**src/rtl/osq_pkg.sv**
```systemverilog
package osq_pkg;
  // bit 0 holds loads, bit 1 holds stores
  typedef enum logic [1:0] {
    FENCE_NONE  = 2'b00,
    FENCE_LOAD  = 2'b01,
    FENCE_STORE = 2'b10,
    FENCE_FULL  = 2'b11
  } fence_kind_e;
endpackage

```
**src/rtl/osq_occupancy.sv**
```systemverilog
module osq_occupancy #(
  parameter int DEPTH = 8,
  localparam int PTR_W = (DEPTH > 1) ? $clog2(DEPTH) : 1,
  localparam int CNT_W = $clog2(DEPTH + 1)
) (
  input  logic             clk,
  input  logic             rst,
  input  logic             alloc,
  input  logic             retire_req,
  input  logic             drain,
  input  logic             flush,
  output logic [PTR_W-1:0] head,
  output logic [PTR_W-1:0] tail,
  output logic [CNT_W-1:0] count,
  output logic [CNT_W-1:0] ret_cnt,
  output logic [CNT_W-1:0] ret_next
);
  localparam int SW = CNT_W + PTR_W + 1;

  function automatic logic [PTR_W-1:0] ptr_add(input logic [PTR_W-1:0] p,
                                               input logic [CNT_W-1:0] n);
    logic [SW-1:0] s;
    s = SW'(p) + SW'(n);
    if (s >= SW'(DEPTH)) s = s - SW'(DEPTH);
    return s[PTR_W-1:0];
  endfunction

  logic             ret_do;
  logic [PTR_W-1:0] head_nxt;

  assign ret_do   = retire_req && (ret_cnt < count);
  assign ret_next = ret_cnt + CNT_W'(ret_do) - CNT_W'(drain);
  assign head_nxt = drain ? ptr_add(head, CNT_W'(1)) : head;

  always_ff @(posedge clk) begin
    if (rst) begin
      head    <= '0;
      tail    <= '0;
      count   <= '0;
      ret_cnt <= '0;
    end else begin
      head    <= head_nxt;
      ret_cnt <= ret_next;
      if (flush) begin
        count <= ret_next;
        tail  <= ptr_add(head_nxt, ret_next);
      end else begin
        count <= count + CNT_W'(alloc) - CNT_W'(drain);
        if (alloc) tail <= ptr_add(tail, CNT_W'(1));
      end
    end
  end

  AST_NO_OVERFLOW: assert property (@(posedge clk) disable iff (rst)
    count <= CNT_W'(DEPTH));
  AST_RET_WITHIN: assert property (@(posedge clk) disable iff (rst)
    ret_cnt <= count);
  AST_FLUSH_KEEPS_RETIRED: assert property (@(posedge clk) disable iff (rst)
    flush |=> (count == ret_cnt));
endmodule

```
**src/rtl/osq_fence.sv**
```systemverilog
module osq_fence
  import osq_pkg::*;
#(
  parameter int DEPTH = 8,
  localparam int CNT_W = $clog2(DEPTH + 1)
) (
  input  logic             clk,
  input  logic             rst,
  input  logic             fence_valid,
  input  fence_kind_e      fence_kind,
  input  logic [CNT_W-1:0] count,
  input  logic             drain,
  input  logic             flush,
  input  logic [CNT_W-1:0] ret_next,
  output logic             fence_busy,
  output logic             blk_ld,
  output logic             blk_st
);
  fence_kind_e      kind_q;
  logic             active_q;
  logic [CNT_W-1:0] left_q, left_d;

  always_comb begin
    if (active_q) begin
      left_d = left_q - CNT_W'(drain);
      if (flush && (ret_next < left_d)) left_d = ret_next;
    end else begin
      left_d = flush ? ret_next : (count - CNT_W'(drain));
    end
  end

  always_ff @(posedge clk) begin
    if (rst) begin
      active_q <= 1'b0;
      left_q   <= '0;
      kind_q   <= FENCE_NONE;
    end else if (active_q) begin
      left_q   <= left_d;
      active_q <= (left_d != '0);
    end else if (fence_valid && (fence_kind != FENCE_NONE)) begin
      kind_q   <= fence_kind;
      left_q   <= left_d;
      active_q <= (left_d != '0);
    end
  end

  assign fence_busy = active_q;
  assign blk_ld = active_q && ((kind_q == FENCE_LOAD) || (kind_q == FENCE_FULL));
  assign blk_st = active_q && ((kind_q == FENCE_STORE) || (kind_q == FENCE_FULL));

  AST_FENCE_STORE_HOLD: assert property (@(posedge clk) disable iff (rst)
    blk_st |=> (count <= $past(count)));
  AST_FENCE_DRAINS_OUT: assert property (@(posedge clk) disable iff (rst)
    (active_q && (count == '0)) |=> !active_q);
endmodule

```
**src/rtl/osq_forward.sv**
```systemverilog
module osq_forward #(
  parameter int DEPTH  = 8,
  parameter int ADDR_W = 30,
  parameter int DATA_W = 32,
  localparam int BE_W  = DATA_W / 8,
  localparam int PTR_W = (DEPTH > 1) ? $clog2(DEPTH) : 1,
  localparam int CNT_W = $clog2(DEPTH + 1)
) (
  input  logic [ADDR_W-1:0] e_addr [DEPTH],
  input  logic [DATA_W-1:0] e_data [DEPTH],
  input  logic [BE_W-1:0]   e_be   [DEPTH],
  input  logic [PTR_W-1:0]  head,
  input  logic [CNT_W-1:0]  count,
  input  logic [ADDR_W-1:0] ld_addr,
  input  logic [BE_W-1:0]   ld_be,
  output logic              found,
  output logic              covered,
  output logic [DATA_W-1:0] fwd_data
);
  logic [PTR_W-1:0] sel;
  logic [PTR_W-1:0] slot;
  int               pos;

  // scan oldest to youngest; the last overlap seen is the youngest
  always_comb begin
    found = 1'b0;
    sel   = '0;
    slot  = '0;
    pos   = 0;
    for (int i = 0; i < DEPTH; i++) begin
      pos = int'(head) + i;
      if (pos >= DEPTH) pos = pos - DEPTH;
      slot = PTR_W'(pos);
      if ((i < int'(count)) && (e_addr[slot] == ld_addr) && ((e_be[slot] & ld_be) != '0)) begin
        found = 1'b1;
        sel   = slot;
      end
    end
  end

  assign covered = found && ((ld_be & ~e_be[sel]) == '0);

  for (genvar b = 0; b < BE_W; b++) begin : g_lane
    assign fwd_data[b*8 +: 8] = ld_be[b] ? e_data[sel][b*8 +: 8] : 8'h00;
  end
endmodule

```
**src/rtl/ordered_store_queue.sv**
```systemverilog
module ordered_store_queue
  import osq_pkg::*;
#(
  parameter int DEPTH  = 8,
  parameter int ADDR_W = 30,
  parameter int DATA_W = 32,
  localparam int BE_W  = DATA_W / 8
) (
  input  logic              clk,
  input  logic              rst,
  input  logic              st_valid,
  input  logic [ADDR_W-1:0] st_addr,
  input  logic [DATA_W-1:0] st_data,
  input  logic [BE_W-1:0]   st_be,
  output logic              st_ready,
  output logic              st_full,
  input  logic              ret_valid,
  input  logic              flush_spec,
  input  logic              ld_valid,
  input  logic [ADDR_W-1:0] ld_addr,
  input  logic [BE_W-1:0]   ld_be,
  output logic              ld_hit,
  output logic              ld_stall,
  output logic [DATA_W-1:0] ld_data,
  input  logic              fence_valid,
  input  logic [1:0]        fence_kind,
  output logic              fence_busy,
  output logic              mem_valid,
  input  logic              mem_ready,
  output logic [ADDR_W-1:0] mem_addr,
  output logic [DATA_W-1:0] mem_data,
  output logic [BE_W-1:0]   mem_be
);
  localparam int PTR_W = (DEPTH > 1) ? $clog2(DEPTH) : 1;
  localparam int CNT_W = $clog2(DEPTH + 1);

  logic [ADDR_W-1:0] ent_addr [DEPTH];
  logic [DATA_W-1:0] ent_data [DEPTH];
  logic [BE_W-1:0]   ent_be   [DEPTH];

  logic [PTR_W-1:0] head, tail;
  logic [CNT_W-1:0] count, ret_cnt, ret_next;
  logic             alloc, drain, blk_ld, blk_st;
  logic             fwd_found, fwd_cover;

  assign st_full   = (count == CNT_W'(DEPTH));
  assign st_ready  = !st_full && !blk_st;
  assign alloc     = st_valid && st_ready && !flush_spec;
  assign mem_valid = (ret_cnt != '0);
  assign drain     = mem_valid && mem_ready;

  osq_occupancy #(.DEPTH(DEPTH)) occ_i (
    .clk(clk), .rst(rst), .alloc(alloc), .retire_req(ret_valid),
    .drain(drain), .flush(flush_spec), .head(head), .tail(tail),
    .count(count), .ret_cnt(ret_cnt), .ret_next(ret_next)
  );

  osq_fence #(.DEPTH(DEPTH)) fence_i (
    .clk(clk), .rst(rst), .fence_valid(fence_valid),
    .fence_kind(fence_kind_e'(fence_kind)), .count(count), .drain(drain),
    .flush(flush_spec), .ret_next(ret_next), .fence_busy(fence_busy),
    .blk_ld(blk_ld), .blk_st(blk_st)
  );

  // entry storage: written only at the tail slot
  always_ff @(posedge clk) begin
    if (alloc) begin
      ent_addr[tail] <= st_addr;
      ent_data[tail] <= st_data;
      ent_be[tail]   <= st_be;
    end
  end

  assign mem_addr = ent_addr[head];
  assign mem_data = ent_data[head];
  assign mem_be   = ent_be[head];

  osq_forward #(.DEPTH(DEPTH), .ADDR_W(ADDR_W), .DATA_W(DATA_W)) fwd_i (
    .e_addr(ent_addr), .e_data(ent_data), .e_be(ent_be), .head(head),
    .count(count), .ld_addr(ld_addr), .ld_be(ld_be), .found(fwd_found),
    .covered(fwd_cover), .fwd_data(ld_data)
  );

  assign ld_stall = ld_valid && (blk_ld || (fwd_found && !fwd_cover));
  assign ld_hit   = ld_valid && !blk_ld && fwd_cover;

  AST_DRAIN_HOLD: assert property (@(posedge clk) disable iff (rst)
    (mem_valid && !mem_ready) |=> (mem_valid && $stable(mem_addr)
                                   && $stable(mem_data) && $stable(mem_be)));
  AST_LD_EXCL: assert property (@(posedge clk) disable iff (rst)
    !(ld_hit && ld_stall));
  AST_FULL_NO_READY: assert property (@(posedge clk) disable iff (rst)
    st_full |-> !st_ready);
endmodule

```
**config.mk**
```make
export PLATFORM = sky130hd
export DESIGN_NAME = ordered_store_queue
export DESIGN_NICKNAME = d
export VERILOG_FILES = /design/src/rtl/osq_pkg.sv /design/src/rtl/osq_occupancy.sv /design/src/rtl/osq_fence.sv /design/src/rtl/osq_forward.sv /design/src/rtl/ordered_store_queue.sv
export SDC_FILE = /design/constraint.sdc
export NUM_CORES = 1
export LEC_CHECK = 0
export ABC_AREA = 0
export BUFFER_PORTS_ARGS = -buffer_cell sky130_fd_sc_hd__buf_2
export CAP_MARGIN = 30
export CORE_MARGIN = 2
export CORE_UTILIZATION = 50
export CTS_BUF_LIST = sky130_fd_sc_hd__clkbuf_8
export CTS_CLUSTER_DIAMETER = 120
export DETAILED_ROUTE_END_ITERATION = 16
export HOLD_SLACK_MARGIN = 0.06
export PLACE_DENSITY = 0.69
export SYNTH_ARGS = -nofsm -noshare
export SYNTH_HDL_FRONTEND = slang
export SYNTH_SLANG_ARGS = --single-unit
```
**constraint.sdc**
```tcl
create_clock -name clk -period 8.4 [get_ports clk]
set_input_delay 0.84 -clock clk [delete_from_list [all_inputs] [get_ports clk]]
set_output_delay 0.84 -clock clk [all_outputs]
set_load 0.02 [all_outputs]
```
==> results.yml, run 1 <==
outcome:
  status: "finished, final reports clean"
route:
  dr.first_iter.drc_count: 3603
  viasPerCell: 6.983
  first_pass_iters: 6
  ant_nets: 0
  drc_errors: 0
  drt-total-wl_um: 145100
  wl_per_cell_um: 34.91
  vias: 29020
yosys:
  synth_ff_type: "edfxtp_1"
  ys_seq_area_share_pct: 42.62
  synth_top_area_share_pct: 41.52
  yosysUniqueCellTypes: 103
  synth-seq-cells: 549
  synth_top_area_cell: "edfxtp_1"
  netlist_area_um2: 38190
  async_reset_ff_share_pct: 0
  synthTopCellsByCount: "528 x edfxtp_1, 363 x mux2i_1, 328 x mux4_2"
  synth_edf_count: 528
  yosys-top-cells-area: "edfxtp_1 42%, mux4_2 19%, mux2i_1 9.5%"
  ys_warn_count: 0
  syn-num-nets: 3074
  yosysMostFrequentCell: "edfxtp_1"
  synthCells: 2935
  avgSynthCellArea_um2: 13.01
power:
  irDropWorstVdd_uv: 243.2
  power_leakage_nw: 13.83
  finalPower_mw: 13.26
  powerDensity_nw_per_um2: 315.9
placement:
  gp_congestion: 1.048
  dp.cells: 3985
  io_buffer_count: 213
  hpwlAfterDp_um: 107400
layout:
  layout-drive-gt1-share_pct: 27.43
  layout.nets: 3243
  synthToLayoutAreaGrowth_pct: 9.931
  fillers: 6209
  fin_cells: 4156
  multi_input_area_um2: 20500
  seqCellArea_um2: 16290
  utilization_pct: 55.37
critical_path:
  cp_cell_sequence: "buf_12 > mux4_2 > mux2i_1 > xnor2_1 > nor4_1 > nand4_1 > or4_1 > nand3_1 > o311ai_4 > nand2_2 > nand2_1 > a21oi_4 > buf_12 > buf_12 > mux2i_1 > mux2i_1 > mux2i_1 > nor2_1 > buf_2"
  critical_path.endpoint: "ld_data[10]"
  cp_common_cell: "mux2i_1"
  path_depth: 19
  r2r_slack_ps: 4010
  r2r-start: "occ_i.count[1]$_SDFF_PP0_"
  cp-start-kind: "flop"
  crit_type: "flop to primary output"
  setup.worst_path.start: "occ_i.head[1]$_SDFF_PP0_"
  reg2reg_to: "fence_i.fence_busy$_SDFF_PP0_"
  arrival_ps: 7420
  crit_family: "simple AND/OR/NAND/NOR gates"
  end_kind: "primary output"
  crit_buf_inv: 4
  critPathRequiredTime_ps: 7560
  cp_slowest_stage_delay_ps: 730
  worstPathMaxFanout: 130
  crit_slowest_cell: "or4_1"
  reg2regPathDepth: 19
clock_tree:
  cts_tree: "done"
  htreeDepth: 3
  cts.path.max_buffers: 3
  cts_root_buf: "clkbuf_8"
  clk_latency_ps: 770
  cts_num_sinks: 549
  path_clk_slew_ps: 60
  cts-buffers-inserted: 93
global_route:
  overflow: 0
  grt_max_degree: 131
  antenna_found_initial: 16
  grt_use_total_pct: 36.64
  grt_pass1_wl_um: 204800
  grt_pass1_vias: 27880
die:
  dieWidth_um: 280.4
  io-pin-count: 214
  initial_core_util_pct: 50.36
  dieArea_um2: 78600
  fp-row-count: 101
  core_area_um2: 75820
  fp.dieH_um: 280.4
timing:
  fin_crit_sh_pct: 98.38
  setup_viol: 0
  slew_headroom_pct: 17.53
  rsz0062_at_grt: "no"
  finalMaxSlewViolations: 0
  setup_tns_ps: 0
  layout_min_cycle_time_ps: 8264
  clock_skew_ps: 36.85
  tightest_slew_ps: 1237
  finalHoldViolations: 0
  fmax_mhz: 121.0
  holdWs_ps: 348.7
hold_path:
  min_path_type: "primary input to flop"
run:
  max-cap-violations: 0
state kept, by name, indices dropped and copies added, names as in the netlist:
name	cells
fence_i.kind_q	2
occ_i.tail	3
ent_addr	240
occ_i.ret_cnt	4
ent_data	256
fence_i.left_q	4
ent_be	32
occ_i.count	4
fence_i.fence_busy	1
occ_i.head	3
cell type report:
cell class | instances | share of cell area [%]
multi-input cells | 2099 | 48.83
flip-flops and latches | 549 | 38.80
repair buffers | 301 | 4.733
clock buffers | 94 | 3.082
well taps | 978 | 2.915
clock inverters | 69 | 1.070
inverters | 60 | 0.5365
diodes | 6 | 0.03577
power by group:
| group | switching, mW | internal [mW] |
|---|---|---|
| combinational | 4.59 | 2.97 |
| clock | 1.14 | 1.18 |
| sequential | 0.179 | 3.21 |
routing by layer:
layer | wire length [um] | GRT usage, %
met1 | 58370 | 50.71
met5 | 100 | 0
met3 | 15030 | 8.918
met2 | 66480 | 56.86
met4 | 5087 | 12.29
layout by cell type (no fill, tap or decap), drive strengths merged, types with 16 or more instances in the layout:
| master | instances |
|---|---|
| clkinv | 33 |
| nand4 | 49 |
| nor4 | 33 |
| buf | 301 |
| a22oi | 17 |
| a31oi | 20 |
| nor2 | 114 |
| o22ai | 24 |
| mux4 | 328 |
| and3 | 28 |
| dfxtp | 21 |
| nor3b | 16 |
| o21ai | 54 |
| nor2b | 29 |
| nand2 | 250 |
| inv | 89 |
| mux2 | 62 |
| xor2 | 28 |
| nand2b | 20 |
| edfxtp | 528 |
| o211ai | 16 |
| mux2i | 363 |
| xnor2 | 192 |
| nor3 | 52 |
| clkbuf | 94 |
| a211oi | 21 |
| nand3 | 74 |
| ha | 26 |
| a21oi | 86 |
timing repair:
action | 4_1_cts | 5_1_grt
resized for setup | 2 | 3
buffers inserted | 0 | 1
endpoints found under the setup margin | 25 | 27
pin swaps | 0 | 0
hold buffers | 0 | 0
stage by stage:
| stage | setup WS [ps] | area, um^2 |
|---|---|---|
| after floorplan | 1162 | 38190 |
| after global placement | 725.5 | 40080 |
| after detailed placement | 546.2 | 40180 |
| after CTS | 133.9 | 41930 |
| after global routing | 17.83 | 41970 |
| final | 136.2 | 41980 |
worst min-delay path by stage:
stage / startpoint / endpoint / slack [ps] / cells past startpoint
after floorplan: fence_i.kind_q[1]$_SDFFE_PP0P_ / fence_i.kind_q[1]$_SDFFE_PP0P_ / 440 / 2
after global placement: fence_i.kind_q[1]$_SDFFE_PP0P_ / fence_i.kind_q[1]$_SDFFE_PP0P_ / 440 / 2
after detailed placement: fence_i.kind_q[1]$_SDFFE_PP0P_ / fence_i.kind_q[1]$_SDFFE_PP0P_ / 450 / 2
after CTS: st_data[4] / ent_data[68]$_DFFE_PP_ / 300 / 1
after global routing: st_addr[27] / ent_addr[147]$_DFFE_PP_ / 340 / 1
final: st_addr[24] / ent_addr[54]$_DFFE_PP_ / 350 / 1
cells by family (layout without fill, tap and decap cells):
| logic type | after synthesis | after routing | share of synthesized area [%] |
|---|---|---|---|
| DFF | 549 | 549 | 42.62 |
| AOI/OAI and AO/OA | 349 | 349 | 6.343 |
| and+or+nand+nor | 748 | 748 | 10.08 |
| adders and majority gates | 29 | 29 | 1.009 |
| xor gates and xnor gates | 220 | 220 | 5.085 |
| buffers and inverters | 287 | 524 | 4.164 |
| other | 0 | 6 | 0 |
| muxes | 753 | 753 | 30.70 |
(Power assumes the default switching activity.)
==> inputs of run 2 (changes only) <==
--- a/config.mk
+++ b/config.mk
@@ -9,12 +9,12 @@
 export BUFFER_PORTS_ARGS = -buffer_cell sky130_fd_sc_hd__buf_2
 export CAP_MARGIN = 30
 export CORE_MARGIN = 2
-export CORE_UTILIZATION = 50
+export CORE_UTILIZATION = 55
 export CTS_BUF_LIST = sky130_fd_sc_hd__clkbuf_8
 export CTS_CLUSTER_DIAMETER = 120
 export DETAILED_ROUTE_END_ITERATION = 16
 export HOLD_SLACK_MARGIN = 0.06
-export PLACE_DENSITY = 0.69
+export PLACE_DENSITY = 0.75
 export SYNTH_ARGS = -nofsm -noshare
 export SYNTH_HDL_FRONTEND = slang
 export SYNTH_SLANG_ARGS = --single-unit
==> run 2 against run 1 <==
  * Routed wire length fell by 1.1%
  * Cell area fell by 0.11%
  * Clock-buffer cell count fell by 4
  * Critical path type unchanged
  * Sequential share of layout area barely moved
==> results.yml, run 2 (synthesis gave the netlist of run 1 again) <==
outcome:
  status: "finished, final reports clean"
placement:
  io_buffer_count: 213
  hpwlAfterDp_um: 104300
  gp_congestion: 1.044
route:
  dr.first_iter.drc_count: 4396
  drt-total-wl_um: 143500
  ant_nets: 0
  first_pass_iters: 6
  wl_per_cell_um: 34.87
  vias: 29470
  viasPerCell: 7.164
  drc_errors: 0
global_route:
  grt_max_degree: 145
  grt_pass1_vias: 27890
  grt_pass1_wl_um: 201200
  overflow: 0
  grt_use_total_pct: 39.72
  antenna_found_initial: 10
power:
  power_frac_clock_pct: 17.6
  p_seq_share_pct: 25.4
  power_leakage_nw: 13.81
  powerDensity_nw_per_um2: 315.1
  internal_power_mw: 7.272
  irDropWorstVdd_uv: 187.7
  comb_power_share_pct: 57.0
  power_switching_mw: 5.941
  finalPower_mw: 13.21
  p_sw_share_pct: 44.96
critical_path:
  critPathRequiredTime_ps: 7560
  cp_slowest_stage_delay_ps: 650
  cp-start-kind: "flop"
  reg2reg_to: "fence_i.fence_busy$_SDFF_PP0_"
  crit_type: "flop to primary output"
  arrival_ps: 7440
  crit_family: "simple AND/OR/NAND/NOR gates"
  r2r-start: "occ_i.count[1]$_SDFF_PP0_"
  reg2regPathDepth: 19
  worstPathMaxFanout: 72
  end_kind: "primary output"
  cp_common_cell: "mux2i_1"
  crit_buf_inv: 6
  cp_cell_sequence: "buf_4 > buf_16 > xor2_4 > buf_4 > nor3_1 > a2111oi_0 > nor4bb_1 > nand4_1 > or3_1 > o21ai_1 > a31oi_4 > nor3_1 > a21oi_4 > buf_12 > buf_12 > mux2i_1 > mux2i_1 > mux2i_1 > nor2b_1 > buf_2"
  r2r_slack_ps: 3890
  crit_slowest_cell: "nor4bb_1"
timing:
  slew_headroom_pct: 22.85
  layout_min_cycle_time_ps: 8275
  rsz0062_at_grt: "no"
  fin_crit_sh_pct: 98.52
  clock_skew_ps: 46.04
  fmax_mhz: 120.8
  tightest_slew_ps: 1153
  finalMaxSlewViolations: 0
  setup_tns_ps: 0
  setup_viol: 0
  finalHoldViolations: 0
die:
  dieWidth_um: 267.5
  dieArea_um2: 71560
  io-pin-count: 214
  fp.dieH_um: 267.5
  initial_core_util_pct: 55.58
  fp-row-count: 96
  core_area_um2: 68710
hold_path:
  hold_end: "ent_data[177]$_DFFE_PP_"
  hold_depth: 1
  min_path_type: "primary input to flop"
  hp-start: "st_data[17]"
clock_tree:
  cts-resized-gates: 0
  cts.path.max_buffers: 3
  clk_latency_ps: 790
  path_clk_slew_ps: 60
  cts-buffers-inserted: 90
  postCtsSetupRepairBufs: 0
  cts_tree: "done"
  cts_root_buf: "clkbuf_8"
  ctsHoldBuffers: 0
  cts_num_sinks: 549
  htreeDepth: 3
layout:
  regMostFlops: "ent_data"
  layout-drive-gt1-share_pct: 27.38
  layout.nets: 3239
  reg_top3: "ent_data x256, ent_addr x240, ent_be x32"
  final_common_cell: "edfxtp_1"
  synthToLayoutAreaGrowth_pct: 9.806
  largest_reg_flops: 256
  final_cell_mix: "528 x edfxtp_1, 363 x mux2i_1, 328 x mux4_2"
run:
  max-cap-violations: 0
-- run 2: area by class of cell --
| cell class | count | area, um^2 |
|---|---|---|
| sequential | 549 | 16290 |
| timing repair buffer | 298 | 1959 |
| tap | 931 | 1165 |
| fill | 5319 | 26770 |
| clock inverter | 76 | 506.7 |
| multi-input combinational | 2101 | 20530 |
| antenna | 9 | 22.52 |
| inverter | 60 | 225.2 |
| clock buffer | 90 | 1239 |
-- run 2: worst max-delay path by stage --
| stage | from | end | slack [ps] | depth (start not counted) |
|---|---|---|---|---|
| after global routing | occ_i.head[1]$_SDFF_PP0_ | ld_data[23] | 20 | 20 |
| after detailed placement | occ_i.head[0]$_SDFF_PP0_ | ld_data[31] | 960 | 18 |
| after global placement | occ_i.head[1]$_SDFF_PP0_ | ld_data[31] | 1050 | 20 |
| final | occ_i.head[1]$_SDFF_PP0_ | ld_data[31] | 120 | 20 |
| after CTS | occ_i.head[0]$_SDFF_PP0_ | ld_data[31] | 140 | 18 |
| after floorplan | occ_i.head[0]$_SDFF_PP0_ | ld_stall | 1160 | 29 |
-- run 2: per-stage QoR --
stage	hold WS (ps)	setup WS [ps]	instances	utilization [%]	instance area, um^2
3_5_place_dp	454.4	955.3	3934	58.27	40030
3_3_place_gp	442.8	1048	3928	58.11	39930
2_1_floorplan	436.7	1162	2935	-	38190
6_report	331.4	124.7	4114	61.03	41930
4_1_cts	278.0	137.9	4100	60.81	41780
5_1_grt	310.0	17.78	4108	61.01	41920
-- run 2: power by group through the flow --
stage	Sequential (mW)	Clock [mW]	Combinational (mW)
6_report	3.36	2.33	7.53
5_1_grt	3.37	2.46	7.82
4_1_cts	3.35	2.36	7.31
3_5_place_dp	3.41	0	7.27
3_3_place_gp	3.39	0	7.17
2_1_floorplan	3.37	0	5.06
-- run 2: layer usage --
| metal | up-vias | global-route usage [%] | share of wire (%) |
|---|---|---|---|
| li1 | 12030 | - | - |
| met1 | 15020 | 54.51 | 38 |
| met2 | 2055 | 60.04 | 45 |
| met3 | 363 | 11.10 | 12 |
| met4 | 8 | 15.91 | 4.7 |
| met5 | - | 0 | 0.039 |
